### config.mk
export PLATFORM = sky130hd
export DESIGN_NAME = uart_rx_flags
export DESIGN_NICKNAME = d
export VERILOG_FILES = /design/src/rtl/uart_rx_pkg.sv /design/src/rtl/uart_rx_sync.sv /design/src/rtl/uart_rx_framer.sv /design/src/rtl/uart_rx_holding.sv /design/src/rtl/uart_rx_flags.sv
export SDC_FILE = /design/constraint.sdc
export NUM_CORES = 1
export LEC_CHECK = 0
export BUFFER_PORTS_ARGS = -buffer_cell sky130_fd_sc_hd__buf_2
export CAP_MARGIN = 10
export CELL_PAD_IN_SITES_DETAIL_PLACEMENT = 1
export CELL_PAD_IN_SITES_GLOBAL_PLACEMENT = 1
export CORE_ASPECT_RATIO = 1.75
export CORE_MARGIN = 5
export CORE_UTILIZATION = 35
export CTS_BUF_LIST = sky130_fd_sc_hd__clkbuf_4 sky130_fd_sc_hd__clkbuf_8
export DETAILED_ROUTE_END_ITERATION = 8
export PLACE_DENSITY = 0.62
export SLEW_MARGIN = 30
export SYNTH_ARGS = -nofsm -noshare
export SYNTH_HDL_FRONTEND = slang
export SYNTH_SLANG_ARGS = --single-unit
### constraint.sdc
create_clock -name clk_i -period 4.5 [get_ports clk_i]
set_clock_uncertainty 0.1 [all_clocks]
set_input_delay 0.225 -clock clk_i [delete_from_list [all_inputs] [get_ports clk_i]]
set_output_delay 0.225 -clock clk_i [all_outputs]
set_load 0.01 [all_outputs]
### src/rtl/uart_rx_pkg.sv
package uart_rx_pkg;
  localparam int unsigned CHAR_W = 8;

  typedef enum logic [2:0] {
    ST_IDLE,
    ST_START,
    ST_DATA,
    ST_PAR,
    ST_STOP
  } rx_state_e;

  typedef struct packed {
    logic [CHAR_W-1:0] data;
    logic              perr;
    logic              ferr;
  } rx_frame_t;
endpackage

### src/rtl/uart_rx_sync.sv
module uart_rx_sync #(
  parameter int unsigned STAGES = 2
) (
  input  logic clk_i,
  input  logic rst_ni,
  input  logic d_i,
  output logic q_o
);
  logic [STAGES-1:0] pipe_q;

  generate
    if (STAGES == 1) begin : g_single
      always_ff @(posedge clk_i or negedge rst_ni) begin
        if (!rst_ni) pipe_q <= 1'b1;
        else         pipe_q <= d_i;
      end
    end else begin : g_chain
      always_ff @(posedge clk_i or negedge rst_ni) begin
        if (!rst_ni) pipe_q <= '1;
        else         pipe_q <= {pipe_q[STAGES-2:0], d_i};
      end
    end
  endgenerate

  assign q_o = pipe_q[STAGES-1];
endmodule

### src/rtl/uart_rx_framer.sv
module uart_rx_framer
  import uart_rx_pkg::*;
#(
  parameter int unsigned OVS = 16
) (
  input  logic      clk_i,
  input  logic      rst_ni,
  input  logic      rx_en_i,
  input  logic      tick_i,
  input  logic      rx_s_i,
  input  logic      char7_i,
  input  logic      msb_first_i,
  input  logic      par_en_i,
  input  logic      par_odd_i,
  output logic      done_o,
  output rx_frame_t frame_o
);
  localparam int unsigned CNT_W = $clog2(OVS);
  localparam logic [CNT_W-1:0] HALF = CNT_W'(OVS/2 - 1);
  localparam logic [CNT_W-1:0] LAST = CNT_W'(OVS - 1);

  rx_state_e         state_q;
  logic [CNT_W-1:0]  cnt_q;
  logic [2:0]        idx_q;
  logic [CHAR_W-1:0] sh_q;
  logic              par_q;
  logic [2:0]        last_idx;
  logic [2:0]        pos;
  logic              at_half, at_end;

  assign last_idx = char7_i ? 3'd6 : 3'd7;
  assign pos      = msb_first_i ? (last_idx - idx_q) : idx_q;
  assign at_half  = (cnt_q == HALF);
  assign at_end   = (cnt_q == LAST);

  always_ff @(posedge clk_i or negedge rst_ni) begin
    if (!rst_ni) begin
      state_q <= ST_IDLE;
      cnt_q   <= '0;
      idx_q   <= '0;
      sh_q    <= '0;
      par_q   <= 1'b0;
      done_o  <= 1'b0;
      frame_o <= '0;
    end else begin
      done_o <= 1'b0;
      if (!rx_en_i) begin
        state_q <= ST_IDLE;
        cnt_q   <= '0;
      end else if (tick_i) begin
        unique case (state_q)
          ST_IDLE: if (!rx_s_i) begin
            state_q <= ST_START;
            cnt_q   <= '0;
            idx_q   <= '0;
            sh_q    <= '0;
          end
          ST_START: begin
            if (at_half) begin
              cnt_q   <= '0;
              state_q <= rx_s_i ? ST_IDLE : ST_DATA;
            end else cnt_q <= cnt_q + 1'b1;
          end
          ST_DATA: begin
            if (at_end) begin
              cnt_q     <= '0;
              sh_q[pos] <= rx_s_i;
              idx_q     <= idx_q + 1'b1;
              if (idx_q == last_idx) state_q <= par_en_i ? ST_PAR : ST_STOP;
            end else cnt_q <= cnt_q + 1'b1;
          end
          ST_PAR: begin
            if (at_end) begin
              cnt_q   <= '0;
              par_q   <= rx_s_i;
              state_q <= ST_STOP;
            end else cnt_q <= cnt_q + 1'b1;
          end
          ST_STOP: begin
            if (at_end) begin
              cnt_q         <= '0;
              state_q       <= ST_IDLE;
              done_o        <= 1'b1;
              frame_o.data  <= sh_q;
              frame_o.perr  <= par_en_i & ((^sh_q ^ par_q) != par_odd_i);
              frame_o.ferr  <= ~rx_s_i;
            end else cnt_q <= cnt_q + 1'b1;
          end
          default: state_q <= ST_IDLE;
        endcase
      end
    end
  end

  p_disabled_idle_r2: assert property (@(posedge clk_i) disable iff (!rst_ni)
    !rx_en_i |=> (state_q == ST_IDLE) && !done_o);

  p_glitch_reject_r3: assert property (@(posedge clk_i) disable iff (!rst_ni)
    (state_q == ST_START) && rx_en_i && tick_i && at_half && rx_s_i |=> (state_q == ST_IDLE));

  p_done_after_stop_r8: assert property (@(posedge clk_i) disable iff (!rst_ni)
    done_o |-> ($past(state_q) == ST_STOP) && (frame_o.ferr == !$past(rx_s_i)));
endmodule

### src/rtl/uart_rx_holding.sv
module uart_rx_holding
  import uart_rx_pkg::*;
(
  input  logic              clk_i,
  input  logic              rst_ni,
  input  logic              done_i,
  input  rx_frame_t         frame_i,
  input  logic              char7_i,
  input  logic              rd_i,
  input  logic              err_clr_i,
  output logic [CHAR_W-1:0] data_o,
  output logic              full_o,
  output logic              perr_o,
  output logic              oerr_o,
  output logic              ferr_o
);
  logic keep, load, ovr;

  // read in the same cycle frees the register before the new frame lands
  assign keep = full_o & ~rd_i;
  assign load = done_i & ~keep;
  assign ovr  = done_i & keep;

  always_ff @(posedge clk_i or negedge rst_ni) begin
    if (!rst_ni) begin
      data_o <= '0;
      full_o <= 1'b0;
      perr_o <= 1'b0;
      oerr_o <= 1'b0;
      ferr_o <= 1'b0;
    end else begin
      full_o <= done_i | keep;
      if (load) data_o <= frame_i.data;
      perr_o <= (perr_o & ~err_clr_i) | (load & frame_i.perr);
      ferr_o <= (ferr_o & ~err_clr_i) | (load & frame_i.ferr);
      oerr_o <= (oerr_o & ~err_clr_i) | ovr;
    end
  end

  p_load_sets_full_r6: assert property (@(posedge clk_i) disable iff (!rst_ni)
    done_i |=> full_o);

  p_overrun_keeps_data_r9: assert property (@(posedge clk_i) disable iff (!rst_ni)
    done_i && full_o && !rd_i |=> oerr_o && $stable(data_o));

  p_read_clears_full_r10: assert property (@(posedge clk_i) disable iff (!rst_ni)
    rd_i && !done_i |=> !full_o);

  p_oerr_sticky_r11: assert property (@(posedge clk_i) disable iff (!rst_ni)
    oerr_o && !err_clr_i |=> oerr_o);

  p_perr_sticky_r11: assert property (@(posedge clk_i) disable iff (!rst_ni)
    perr_o && !err_clr_i |=> perr_o);

  p_char7_msb_zero_r5: assert property (@(posedge clk_i) disable iff (!rst_ni)
    done_i && !keep && char7_i |=> !data_o[CHAR_W-1]);
endmodule

### src/rtl/uart_rx_flags.sv
module uart_rx_flags
  import uart_rx_pkg::*;
#(
  parameter int unsigned OVS         = 16,
  parameter int unsigned SYNC_STAGES = 2
) (
  input  logic       clk_i,
  input  logic       rst_ni,
  input  logic       rx_i,
  input  logic       tick_i,
  input  logic       rx_en_i,
  input  logic       char7_i,
  input  logic       msb_first_i,
  input  logic       par_en_i,
  input  logic       par_odd_i,
  input  logic       irq_en_i,
  input  logic       rd_i,
  input  logic       err_clr_i,
  output logic [7:0] data_o,
  output logic       full_o,
  output logic       perr_o,
  output logic       oerr_o,
  output logic       ferr_o,
  output logic       irq_o,
  output logic       valid_o
);
  logic      rx_s;
  logic      done;
  rx_frame_t frame;

  uart_rx_sync #(.STAGES(SYNC_STAGES)) u_sync (
    .clk_i (clk_i),
    .rst_ni(rst_ni),
    .d_i   (rx_i),
    .q_o   (rx_s)
  );

  uart_rx_framer #(.OVS(OVS)) u_framer (
    .clk_i      (clk_i),
    .rst_ni     (rst_ni),
    .rx_en_i    (rx_en_i),
    .tick_i     (tick_i),
    .rx_s_i     (rx_s),
    .char7_i    (char7_i),
    .msb_first_i(msb_first_i),
    .par_en_i   (par_en_i),
    .par_odd_i  (par_odd_i),
    .done_o     (done),
    .frame_o    (frame)
  );

  uart_rx_holding u_hold (
    .clk_i    (clk_i),
    .rst_ni   (rst_ni),
    .done_i   (done),
    .frame_i  (frame),
    .char7_i  (char7_i),
    .rd_i     (rd_i),
    .err_clr_i(err_clr_i),
    .data_o   (data_o),
    .full_o   (full_o),
    .perr_o   (perr_o),
    .oerr_o   (oerr_o),
    .ferr_o   (ferr_o)
  );

  assign irq_o   = irq_en_i & full_o;
  assign valid_o = full_o & ~(perr_o | oerr_o | ferr_o);

  p_irq_on_load_r12: assert property (@(posedge clk_i) disable iff (!rst_ni)
    $rose(full_o) && irq_en_i |-> irq_o);

  p_valid_needs_clean_r13: assert property (@(posedge clk_i) disable iff (!rst_ni)
    $rose(oerr_o) |-> !valid_o);
endmodule

After elaboration in Yosys (flattened, before gate mapping)

Index checks and enable logic that the tools add are counted.

Register bits after elaboration: 44

Add/subtract/negate cells: 3
$lt $le $gt $ge: 2
Equality and inequality tests: 18
Multiplexer cells: 32
Bitwise logic cells: 23
Reductions and logical operators: 10

Operators with widths:

| operator            | count |
|---|---|
| $mux 3              | 12 |
| $mux 4              | 5 |
| $mux 8              | 2 |
| $pmux 8 s2          | 1 |
| $ne 3x2->1 const B  | 5 |
| $pmux 3 s5          | 1 |
| $pmux 4 s3          | 1 |
| $and 1x1->1         | 11 |
| $bwmux 8            | 1 |
| $reduce_and 4->1    | 2 |
| $reduce_xor 8->1    | 1 |
| $reduce_and 7->1    | 1 |
| $eq 3x2->1 const B  | 2 |
| $mux 1              | 6 |
| $or 1x1->1          | 6 |
| $pmux 3 s2          | 1 |
| $not 1->1           | 5 |
| $reduce_and 5->1    | 1 |
| $add 4x1->4 const B | 1 |
| $eq 4x3->1 const B  | 1 |
| $eq 4x4->1 const B  | 1 |
| $lt 3x4->1 const B  | 1 |
| $ne 2x2->1 const B  | 2 |
| $ne 4x2->1 const B  | 1 |
| other kinds (17)    | 17 |

Logic depth before layout (Yosys ltp)

Gate-level depths: netlist of the first run.

Depth after elaboration: 10
Gate-level depth with buffers: 8

Hierarchy

A second synthesis of the first run with hierarchy kept.

Cell total of the unflattened synthesis: 207
Area total of the unflattened synthesis: 2299.7 µm²

Modules (own cells, without submodules):

| module          | times used | cells each | area an instance (µm²) | sequential area each (µm²) |
|---|---|---|---|---|
| uart_rx_framer  | 1          | 171        | 1735.4                 | 750.7 |
| uart_rx_holding | 1          | 32         | 490.5                  | 300.3 |
| uart_rx_sync    | 1          | 2          | 52.6                   | 52.6 |
| uart_rx_flags   | 1          | 2          | 21.3                   | 0.0 |

Worst setup path after synthesis of the first run

OpenSTA, ideal clock, no wires.

Path type: register -> register
From: reg u_framer.cnt_q[0]
To: reg u_framer.frame_o[2] (netlist bit)
Setup time: 0.125 ns
Arrival: 1.550 ns
Setup slack: 2.725 ns
Stages on the path, launching flop included: 7
Cells stage by stage: dfrtp_1 > ha_1 > and3_1 > and3_1 > nand2_1 > buf_2 > mux2_2

Longest elaborated chain between the ends: 2

Ends and longest elaborated chain:

| what                       | line                 | source |
|---|---|---|
| start, declared            | uart_rx_framer.sv:23 | `logic [CNT_W-1:0] cnt_q;` |
| start signal, assigned     | uart_rx_framer.sv:62 | `end else cnt_q <= cnt_q + 1'b1;` |
| start signal, assigned     | uart_rx_framer.sv:70 | `end else cnt_q <= cnt_q + 1'b1;` |
| start signal, assigned     | uart_rx_framer.sv:77 | `end else cnt_q <= cnt_q + 1'b1;` |
| $eq 4x4->1                 | uart_rx_framer.sv:34 | `assign at_end = (cnt_q == LAST);` |
| $reduce_and 4->1 (no line) | -                    |  |
| end, declared              | uart_rx_framer.sv:16 | `output rx_frame_t frame_o` |

Every way passes these cells.
A chain may end at the register's enable or synchronous reset.

Worst setup path after layout of the first run

From: reg u_framer.state_q[2]
To: reg u_framer.sh_q[3]

Longest elaborated chain between the ends: 3
Elaborated cells on any way between the ends: 7
Those cells by class: 3 x eq/ne; 1 x mux; 3 x reduce/logical

Ends and longest elaborated chain:

| what                                                 | line                 | source |
|---|---|---|
| start, declared                                      | uart_rx_framer.sv:22 | `rx_state_e state_q;` |
| start signal, assigned                               | uart_rx_framer.sv:61 | `state_q <= rx_s_i ? ST_IDLE : ST_DATA;` |
| start signal, assigned                               | uart_rx_framer.sv:69 | `if (idx_q == last_idx) state_q <= par_en_i ? ST_PAR : ST_STOP;` |
| $eq 3x2->1 / $logic_not 3->1 (equally long branches) | uart_rx_framer.sv:51 | `unique case (state_q)` |
| $ne 2x1->1 (no line) (tied with other cells)         | -                    |  |
| $reduce_and 5->1 (no line)                           | -                    |  |
| end signal, assigned by index                        | uart_rx_framer.sv:67 | `sh_q[pos] <= rx_s_i;` |
| end, declared                                        | uart_rx_framer.sv:25 | `logic [CHAR_W-1:0] sh_q;` |

Several ways; a longest one is shown, not always the timed one.

==> qor.yml, run 1 <==
max_stage_delay_ns: 0.63
leakagePower_uw: 0.001227
met2_usage_pct: 24.09
io_buffers: 25
netlist_area_um2: 2247
stdcell_count: 319
placedCellCount: 309
cts-buffers-inserted: 5
syn_inst: 213
first_pass_iters: 3
dieHeight_um: 116
wl_um: 4808
grt_start_max_net_pins: 45
yosysWarnings: 0
slew_headroom_pct: 57.21
rsz0062_at_grt: "false"
cts_buffer_depth: 2
io-pin-count: 26
place_congestion: 0.7793
hp-class: "in2reg"
ant_nets: 0
synthToLayoutAreaGrowth_pct: 12.97
synth_seq_cells: 44
start_kind: "register"
grt_pass1_wl_um: 8783
async_flop_share_pct: 100.0
crit_fanout: 15
synth_nets: 230
fin_crit_ns: 2.089
arrival_ns: 2.22
clkLatencyLatePin_ns: 0.30
finalHoldViolations: 0
synth-main-ff-cell: "dfrtp_1"
post_cts_buffers: 0
multiInputGateArea_um2: 1050
maxSlewViolCount: 0
grt_pass1_vias: 1822
fin_nets: 255
cp.required_ns: 4.63
status: "completed"
drc: 0
die_area_um2: 8186
slowest_stage: "or4_4"
post-route-period-util_pct: 46.41
criticalPathCategory: "reg2reg"
clockRootBuffer: "clkbuf_8"
die_width_um: 70.57
end_kind: "register"
clkTransAtPathRegs_ns: 0.08
ff_latch_area_um2: 1104
drive_gt1_share_pct: 25.10
fmaxAchievable_mhz: 478.8
synth_area_per_cell_um2: 10.55
fillers: 729
diodes: 0
drtIter0Drc: 58
synth_enable_flop_cells: 0
clock-sinks: 44
worstPathCellList: "or4b_4 > o2111ai_2 > or4_4 > o21ai_1"
coreArea_um2: 6228
cap_viol_max_count: 0
dp_hpwl_um: 3703
fp-row-count: 38
antenna_found_initial: 0
avgViaCountPerCell: 5.129
avgRoutedWirePerCell_um: 15.07
met1_usage_pct: 15.40
worstPathBufferInverterCount: 0
peakVddDrop_mv: 0.1334
busiest_layer: "met2"
ys_types: 49
grt_usage_pct: 13.41
use_met3_pct: 2.951
setup_violations: 0
worst_slew_pin_slew_ns: 0.6365
cts_tree: "built"
crit_family: "simple AND/OR/NAND/NOR gates"
grt_overflow: 0
powerDensity_nw_per_um2: 287.5
ys_seq_area_share_pct: 49.11
setup_tns_ns: 0
vias: 1636
initial_core_util_pct: 36.08
htreeDepth: 2
[layout make-up]
cell class,instances,share of cell area (%)
Multi-Input combinational cell,148,41.35
Clock inverter,2,0.3943
Timing Repair Buffer,27,5.816
Inverter,12,1.774
Clock buffer,6,3.253
Tap cell,80,3.943
Sequential cell,44,43.47
[power by group]
part / internal [µW] / leakage [µW] / total [µW] / switching [µW]
Sequential: 399 / 0.000602 / 407 / 7.26
Combinational: 24.2 / 0.000574 / 65.1 / 40.9
Clock: 123 / 0.0000510 / 258 / 135
[layout by cell type (no fill, tap or decap), types with 2 or more instances in the layout]
cell and instances:
nand2_1 20, o32ai_1 2, ha_1 5, clkinv_2 2, o22ai_1 4, clkbuf_8 6
nor3_1 2, nand2b_1 3, or4_4 2, a31oi_1 2, xnor2_1 8, dfstp_2 2
dfrtp_1 42, o31ai_1 2, mux2_2 18, mux2i_1 3, o21ai_1 11, o21ai_0 13
o32a_1 2, buf_2 24, and3_1 2, a21oi_1 10, inv_1 11, dlygate4sd3_1 2
nor2b_1 2, nand3_1 7, nor2_1 10
[cell usage after synthesis, types with 2 or more instances]
library cell  count  share of area (%)
ha_1              5                2.8
a31oi_1           2               0.56
o32ai_1           2               0.78
o21ai_0          13                2.9
buf_2             3               0.67
dfstp_2           2                2.3
xnor2_1           8                3.1
a21oi_1          10                2.2
nand3_1           7                1.6
dfrtp_1          42                 47
nand2_1          20                3.3
o22ai_1           4                1.1
nand2b_1          3               0.84
mux2_2           18                9.0
o32a_1            2               0.89
clkbuf_1          3               0.50
o21ai_1          11                2.4
o31ai_1           2               0.67
and3_1            2               0.56
nor2b_1           2               0.56
mux2i_1           3                1.3
nor2_1           10                1.7
nor3_1            2               0.45
or4_4             2                1.0
inv_1            11                1.8
[repair_timing]
action / in CTS / in global routing
hold buffers: 2 / 0
hold endpoints to repair: 43 / 0
gates resized for setup: 0 / 0
[cells by family after synthesis]
family / count (synthesis) / share of synthesized area [%]
flip-flops: 44 / 49.11
adder cells (fa/ha/maj): 6 / 3.229
AO/OA/AOI/OAI: 55 / 15.31
buffers and inverters: 21 / 4.176
XOR/XNOR: 10 / 4.510
multiplexers: 21 / 10.36
AND/OR/NAND/NOR: 56 / 13.31
[final timing paths]
path | start | end | slack (ns) | cells after the start
max | u_framer.state_q[2]$_DFFE_PN0P_ | u_framer.sh_q[3]$_DFFE_PN0P_ | 2.41 | 4
min | err_clr_i | u_hold.ferr_o$_DFF_PN0_ | 0.04 | 2
max reg2reg | u_framer.state_q[2]$_DFFE_PN0P_ | u_framer.sh_q[3]$_DFFE_PN0P_ | 2.41 | 4
min reg2reg | u_sync.pipe_q[0]$_DFF_PN1_ | u_sync.pipe_q[1]$_DFF_PN1_ | 0.26 | 0
max in group asynchronous | rst_ni | u_sync.pipe_q[1]$_DFF_PN1_ | 3.56 | 2
min in group asynchronous | rst_ni | u_hold.data_o[2]$_DFFE_PN0N_ | 0.35 | 2
[stage by stage]
step | util, % | worst slack, ns | instance area, µm² | total power [µW] | hold WS (ns)
CTS | 40.76 | 2.395 | 2539 | 745.7 | 0.03974
global placement | 38.91 | 2.451 | 2424 | 479.1 | 0.2307
finish | 40.76 | 2.411 | 2539 | 729.8 | 0.04444
floorplan | - | 2.725 | 2247 | 457.6 | -0.1706
detailed placement | 38.95 | 2.426 | 2426 | 479.8 | 0.1607
global route | 40.76 | 2.194 | 2539 | 774.1 | 0.04903
[per-layer routing]
metal | up-vias | wire length, µm
met1 | 798 | 2000
met5 | - | 0
met2 | 27 | 2536
met3 | 5 | 185
li1 | 806 | -
met4 | 0 | 86
[registers in the layout (all words and copies together), names as in the netlist]
signal / cells
u_framer.frame_o: 10
u_framer.sh_q: 8
u_hold.data_o: 8
u_framer.cnt_q: 4
u_framer.idx_q: 3
u_framer.state_q: 3
u_sync.pipe_q: 2
u_framer.done_o: 1
u_framer.par_q: 1
u_hold.ferr_o: 1
u_hold.full_o: 1
u_hold.oerr_o: 1
u_hold.perr_o: 1
Power figures use the tool's default switching activity.
==> inputs of run 2 (changes only) <==
--- a/config.mk
+++ b/config.mk
@@ -5,6 +5,7 @@
 export SDC_FILE = /design/constraint.sdc
 export NUM_CORES = 1
 export LEC_CHECK = 0
+export ABC_AREA = 1
 export BUFFER_PORTS_ARGS = -buffer_cell sky130_fd_sc_hd__buf_2
 export CAP_MARGIN = 10
 export CELL_PAD_IN_SITES_DETAIL_PLACEMENT = 1
@@ -14,7 +15,7 @@
 export CORE_UTILIZATION = 35
 export CTS_BUF_LIST = sky130_fd_sc_hd__clkbuf_4 sky130_fd_sc_hd__clkbuf_8
 export DETAILED_ROUTE_END_ITERATION = 8
-export PLACE_DENSITY = 0.62
+export PLACE_DENSITY = 0.65
 export SLEW_MARGIN = 30
 export SYNTH_ARGS = -nofsm -noshare
 export SYNTH_HDL_FRONTEND = slang
==> constraint.sdc (replaced) <==
create_clock -name clk_i -period 2.2 [get_ports clk_i]
set_clock_uncertainty 0.1 [all_clocks]
set_input_delay 0.11 -clock clk_i [delete_from_list [all_inputs] [get_ports clk_i]]
set_output_delay 0.11 -clock clk_i [all_outputs]
set_load 0.01 [all_outputs]
==> run 2 against run 1 <==
  * Wire length up 4.4%
  * Synthesized cell count rose by 31%
  * Critical path depth grew 6
  * Setup slack lost 2.0 ns
  * Register-to-register slack worse by 2.0 ns
  * Clock power increased to 2.5 times the previous value
  * Non-clock buffer count up 4
  * Global-route usage up 0.14 points
  * Hold slack got worse by 0.0028 ns
  * Synthesized area is 0.50% higher
  * Count of clock-buffer cells in the layout stayed put
  * Sequential power rose by 140%
  * Critical path type unchanged
  * Critical endpoint is now u_framer.sh_q[5]$_DFFE_PN0P_
==> qor.yml, run 2 <==
status: "completed"
peakVddDrop_mv: 0.3256
die_width_um: 70.72
grt_overflow: 0
worstPathCellList: "ha_1 > ha_1 > nor2_1 > nand2_1 > nand2_1 > nand2_1 > nor2_1 > nand2_2 > nor2_1 > a21oi_1"
grt_usage_pct: 13.55
die_area_um2: 8222
vias: 1896
hp-start: "rd_i"
yosysWarnings: 0
worstPathBufferInverterCount: 0
slew_headroom_pct: 62.83
coreArea_um2: 6228
grt_pass1_vias: 2038
cts-buffers-inserted: 5
crit_family: "simple AND/OR/NAND/NOR gates"
clock-sinks: 44
powerDensity_nw_per_um2: 844.1
fmaxAchievable_mhz: 559.3
cts.repair.resized: 0
p_sw_share_pct: 34.29
cp.required_ns: 2.29
start_kind: "register"
fin_crit_ns: 1.788
io_buffers: 25
grt_start_max_net_pins: 45
synth_area_per_cell_um2: 8.066
cts_tree: "built"
synth_commonest_cells: "78 x nand2_1, 42 x dfrtp_1, 33 x inv_1"
synth_nets: 297
r2r_end: "u_framer.sh_q[5]$_DFFE_PN0P_"
fp-row-count: 38
place_congestion: 0.7607
largest_reg_flops: 10
end_kind: "register"
first_pass_iters: 4
ys_types: 30
dieHeight_um: 116.3
synth-main-ff-cell: "dfrtp_1"
ant_nets: 0
hold-path-endpoint: "u_hold.full_o$_DFF_PN0_"
met1_usage_pct: 12.39
clockRootBuffer: "clkbuf_8"
rsz0062_at_grt: "false"
criticalPathCategory: "reg2reg"
pwr-share-comb_pct: 26.5
crit_fanout: 5
clkLatencyLatePin_ns: 0.31
netlist_area_um2: 2258
busiest_layer: "met2"
max_stage_delay_ns: 0.43
final_common_cell: "nand2_1"
grt_pass1_wl_um: 8804
clkTransAtPathRegs_ns: 0.08
yosysTopAreaCell: "dfrtp_1"
antenna_found_initial: 0
cts_buffer_depth: 2
drtIter0Drc: 66
yosysMostFrequentCell: "nand2_1"
diodes: 0
p_sw_uw: 755.7
r2r_slack_ns: 0.41
dp_hpwl_um: 4026
stdcell_count: 394
finalHoldViolations: 0
initial_core_util_pct: 36.26
synth_area_leaders: "dfrtp_1 47%, nand2_1 13%, inv_1 5.5%"
post_cts_buffers: 0
io-pin-count: 26
avgRoutedWirePerCell_um: 12.74
post-route-period-util_pct: 81.27
use_met3_pct: 2.584
met2_usage_pct: 27.59
avgViaCountPerCell: 4.812
ff2ff_path_depth: 10
setup_violations: 0
hold_depth: 4
hold_buffers: 3
worst_slew_pin_slew_ns: 0.5576
synthToLayoutAreaGrowth_pct: 15.62
p_seq_share_pct: 43.9
slowest_stage: "dfrtp_1"
hp-class: "in2reg"
r2r-start: "u_framer.idx_q[0]$_DFFE_PN0P_"
mostFrequentLayoutCells: "78 x nand2_1, 42 x dfrtp_1, 33 x inv_1"
dp_slack_ns: 0.4170
fin_nets: 330
drive_gt1_share_pct: 18.47
largest_register: "u_framer.frame_o"
p_clk_share_pct: 29.6
htreeDepth: 2
arrival_ns: 1.88
setup_tns_ns: 0
maxSlewViolCount: 0
intPower_uw: 1448
ys_seq_area_share_pct: 48.86
largestRegisters: "u_framer.frame_o (10), u_framer.sh_q (8), u_hold.data_o (8)"
async_flop_share_pct: 100.0
wl_um: 5019
cap_viol_max_count: 0
placedCellCount: 383
syn_inst: 280
setup_ws_ns: 0.4122
leakagePower_uw: 0.001366
synth_seq_cells: 44
synth_top_area_share_pct: 46.54
drc: 0
synth_enable_flop_cells: 0
## run 2: changes by cell type in the layout (fill, tap and decap cells not counted), moves of 5 or more
cell,before,now
nor2_1,10,21
inv_1,11,33
mux2_2,18,4
nand2_2,0,7
nand3_1,7,21
nand2_1,20,78
o21ai_0,13,18
xnor2_1,8,2
## run 2: worst max path at each step
stage	startpoint	endpoint	slack, ns	cells after the start
floorplan	u_framer.idx_q[0]$_DFFE_PN0P_	u_framer.sh_q[7]$_DFFE_PN0P_	0.59	10
global placement	u_framer.idx_q[0]$_DFFE_PN0P_	u_framer.sh_q[5]$_DFFE_PN0P_	0.42	10
detailed placement	u_framer.idx_q[0]$_DFFE_PN0P_	u_framer.sh_q[5]$_DFFE_PN0P_	0.42	10
CTS	u_framer.idx_q[0]$_DFFE_PN0P_	u_framer.sh_q[5]$_DFFE_PN0P_	0.40	10
global route	u_framer.idx_q[0]$_DFFE_PN0P_	u_framer.sh_q[7]$_DFFE_PN0P_	0.19	10
finish	u_framer.idx_q[0]$_DFFE_PN0P_	u_framer.sh_q[5]$_DFFE_PN0P_	0.41	10
## run 2: layout make-up
cell class,count,area [µm²]
clock buffers,6,82.58
multi-input cells,195,973.4
fillers,772,3617
clock inverters,2,38.79
inverters,36,135.1
flip-flops and latches,44,1104
repair buffers,31,177.7
well taps,80,100.1
## run 2: power by group through the flow
| stage | combinational [µW] | sequential [µW] | clock (µW) |
|---|---|---|---|
| 2_1_floorplan | 464 | 952 | 0 |
| 3_3_place_gp | 575 | 979 | 0 |
| 3_5_place_dp | 595 | 981 | 0 |
| 4_1_cts | 601 | 966 | 680 |
| 5_1_grt | 683 | 984 | 711 |
| 6_report | 584 | 967 | 653 |
## run 2: metal layers
layer	vias up	routed length [µm]	share of wire, %
met5	-	0	0
met4	0	130	2.6
met3	11	176	3.5
met2	23	2888	58
met1	902	1823	36
li1	960	-	-
## run 2: cell families (layout without fill, tap and decap cells)
family                     after synthesis  in the layout  share of synthesized area [%]
muxes                                    4              4                          1.994
and+or+nand+nor                        138            138                          26.76
DFF                                     44             44                          48.86
xor gates and xnor gates                 3              3                          1.164
buffers and inverters                   41             75                          8.033
adders and majority gates                5              5                          2.770
AOI/OAI and AO/OA                       45             45                          10.42
## run 2: worst register-to-register path, cell delays in order (launching register included)
cell and delay, ns:
dfrtp_1 0.43, ha_1 0.22, ha_1 0.20, nor2_1 0.10, nand2_1 0.07, nand2_1 0.12
nand2_1 0.10, nor2_1 0.15, nand2_2 0.07, nor2_1 0.09, a21oi_1 0.04
## run 2: stage by stage
stage	utilization (%)	hold WS, ns	cell area, µm²	total power, µW
final	41.92	0.04159	2611	2204
after global routing	41.92	0.05405	2611	2378
after CTS	41.92	0.03273	2611	2248
after detailed placement	39.49	0.1165	2460	1576
after global placement	39.49	0.1149	2460	1554
after floorplan	-	-0.2856	2258	1416
==> inputs of run 3 (changes only) <==
--- a/config.mk
+++ b/config.mk
@@ -5,7 +5,7 @@
 export SDC_FILE = /design/constraint.sdc
 export NUM_CORES = 1
 export LEC_CHECK = 0
-export ABC_AREA = 1
+export ABC_AREA = 0
 export BUFFER_PORTS_ARGS = -buffer_cell sky130_fd_sc_hd__buf_2
 export CAP_MARGIN = 10
 export CELL_PAD_IN_SITES_DETAIL_PLACEMENT = 1
==> constraint.sdc (replaced) <==
create_clock -name clk_i -period 1.6 [get_ports clk_i]
set_clock_uncertainty 0.1 [all_clocks]
set_input_delay 0.08 -clock clk_i [delete_from_list [all_inputs] [get_ports clk_i]]
set_output_delay 0.08 -clock clk_i [all_outputs]
set_load 0.01 [all_outputs]
==> run 3 against run 2 <==
  * The flow now finishes with violations (setup timing)
  * Register-to-register slack got worse by 0.59 ns
  * First-iteration DRC count decreased by 45%
  * Combinational power decreased by 44%
  * Sequential share of layout area decreased by 6.7 points
  * Final cell count decreased by 8.1%
  * Power decreased by 2.9%
  * Sequential cell count unchanged
  * Count of clock-buffer cells in the layout unchanged
  * Design area increased by 19%
  * Critical endpoint is now u_framer.idx_q[0]$_DFFE_PN0P_
  * Highest routed layer unchanged
==> qor.yml, run 3 (same netlist as run 1, synthesis figures left out) <==
powerDensity_nw_per_um2: 686.9
hold-path-endpoint: "u_hold.full_o$_DFF_PN0_"
die_area_um2: 8186
clkLatencyLatePin_ns: 0.30
r2r_end: "u_framer.idx_q[0]$_DFFE_PN0P_"
grt_overflow: 0
final_common_cell: "dfrtp_1"
wl_um: 5646
r2r_slack_ns: -0.18
place_congestion: 0.8578
start_kind: "register"
status: "complete, but fails checks"
totalPowerFinal_uw: 2140
stdcell_count: 362
ff2ff_path_depth: 4
dieHeight_um: 116
clkTransAtPathRegs_ns: 0.08
fmaxAchievable_mhz: 562.5
fillers: 690
hp-class: "in2reg"
initial_core_util_pct: 36.08
grt_start_max_net_pins: 45
post-route-period-util_pct: 111.1
vias: 1856
leakagePower_uw: 0.001473
arrival_ns: 1.86
worstPathCellList: "or4b_4 > o2111ai_4 > nor2_1 > mux2_2"
avgViaCountPerCell: 5.127
slowest_stage: "or4b_4"
violations: "setup timing"
fp-row-count: 38
maxSlewViolCount: 0
fin_crit_ns: 1.778
crit_family: "simple AND/OR/NAND/NOR gates"
coreArea_um2: 6228
grt_pass1_wl_um: 9770
peakVddDrop_mv: 0.3877
cts_tree: "built"
antenna_found_initial: 0
worstPathBufferInverterCount: 0
mostFrequentLayoutCells: "39 x dfrtp_1, 36 x buf_4, 25 x buf_2"
io_buffers: 25
largest_register: "u_framer.frame_o"
diodes: 0
fin_nets: 299
io-pin-count: 26
grt_pass1_vias: 2014
cp.required_ns: 1.69
placedCellCount: 343
avgRoutedWirePerCell_um: 15.60
slew_headroom_pct: 63.61
worst_slew_pin_slew_ns: 0.5459
die_width_um: 70.57
crit_fanout: 6
cts_buffer_depth: 2
max_stage_delay_ns: 0.59
largestRegisters: "u_framer.frame_o (10), u_framer.sh_q (8), u_hold.data_o (8)"
r2r-start: "u_framer.state_q[0]$_DFFE_PN0P_"
largest_reg_flops: 10
cts-buffers-inserted: 5
setup_violations: 26
clockRootBuffer: "clkbuf_8"
first_pass_iters: 4
drive_gt1_share_pct: 48.94
drc: 0
htreeDepth: 2
synthToLayoutAreaGrowth_pct: 38.64
end_kind: "register"
setup_tns_ns: -3.159
drtIter0Drc: 36
clock-sinks: 44
hp-start: "rd_i"
dp_hpwl_um: 4258
criticalPathCategory: "reg2reg"
cap_viol_max_count: 0
ant_nets: 0
dp_slack_ns: -0.2320
finalHoldViolations: 0
hold_depth: 3
grt_usage_pct: 15.14
final_core_util_pct: 50.02
setup_ws_ns: -0.1776
rsz0062_at_grt: "true"
==> run 3: worst register-to-register path, stage by stage (launching register included) <==
cell,delay (ns)
dfrtp_2,0.46
or4b_4,0.59
o2111ai_4,0.16
nor2_1,0.09
mux2_2,0.26
==> run 3: stage by stage <==
step           hold WS, ns  cell area [µm²]
6_report          0.007979             3115
5_1_grt            0.04798             3115
4_1_cts           0.004181             3027
3_5_place_dp      -0.01952             2730
3_3_place_gp      -0.02280             2730
2_1_floorplan      -0.3156             2282
==> run 3: cell type report <==
type / instances / area (µm²) / share of cell area, %
well taps: 80 / 100.1 / 3.213
clock buffers: 6 / 76.32 / 2.450
clock inverters: 1 / 5.005 / 0.1606
repair buffers: 71 / 520.5 / 16.71
multi-input cells: 148 / 1261 / 40.48
inverters: 12 / 45.04 / 1.446
flip-flops and latches: 44 / 1107 / 35.54
==> run 3: layer usage <==
metal / routed length (µm) / track usage [%] / vias to the layer above
met5: 0 / 0 / -
met4: 87 / 5.270 / 0
met3: 206 / 3.125 / 7
met2: 3270 / 30.10 / 27
met1: 2082 / 15.29 / 930
li1: - / - / 892
==> run 3: worst max path at each step <==
stage | endpoint | from | cells after the start | slack, ns
2_1_floorplan | u_framer.sh_q[3]$_DFFE_PN0P_ | u_framer.cnt_q[0]$_DFFE_PN0P_ | 5 | -0.10
3_3_place_gp | u_framer.sh_q[6]$_DFFE_PN0P_ | u_framer.cnt_q[1]$_DFFE_PN0P_ | 5 | -0.17
3_5_place_dp | u_framer.sh_q[3]$_DFFE_PN0P_ | u_framer.idx_q[0]$_DFFE_PN0P_ | 7 | -0.23
4_1_cts | u_framer.sh_q[0]$_DFFE_PN0P_ | u_framer.cnt_q[1]$_DFFE_PN0P_ | 5 | -0.20
5_1_grt | u_framer.state_q[2]$_DFFE_PN0P_ | u_framer.cnt_q[0]$_DFFE_PN0P_ | 7 | -0.25
6_report | u_framer.idx_q[0]$_DFFE_PN0P_ | u_framer.state_q[0]$_DFFE_PN0P_ | 4 | -0.18
==> run 3: what timing repair did <==
action                     4_1_cts  5_1_grt
gates resized for setup         31       18
hold buffers                     4        0
hold endpoints to repair        49        0
setup endpoints to repair       28       30
pin swaps                       10        6
setup buffers                    6        2
==> run 3: report_power, final <==
| part | total [µW] | internal (µW) | leakage (µW) | switching [µW] |
|---|---|---|---|---|
| Clock | 675 | 314 | 0.0000445 | 361 |
| Sequential | 1140 | 1120 | 0.000597 | 13.4 |
| Combinational | 327 | 158 | 0.000832 | 170 |
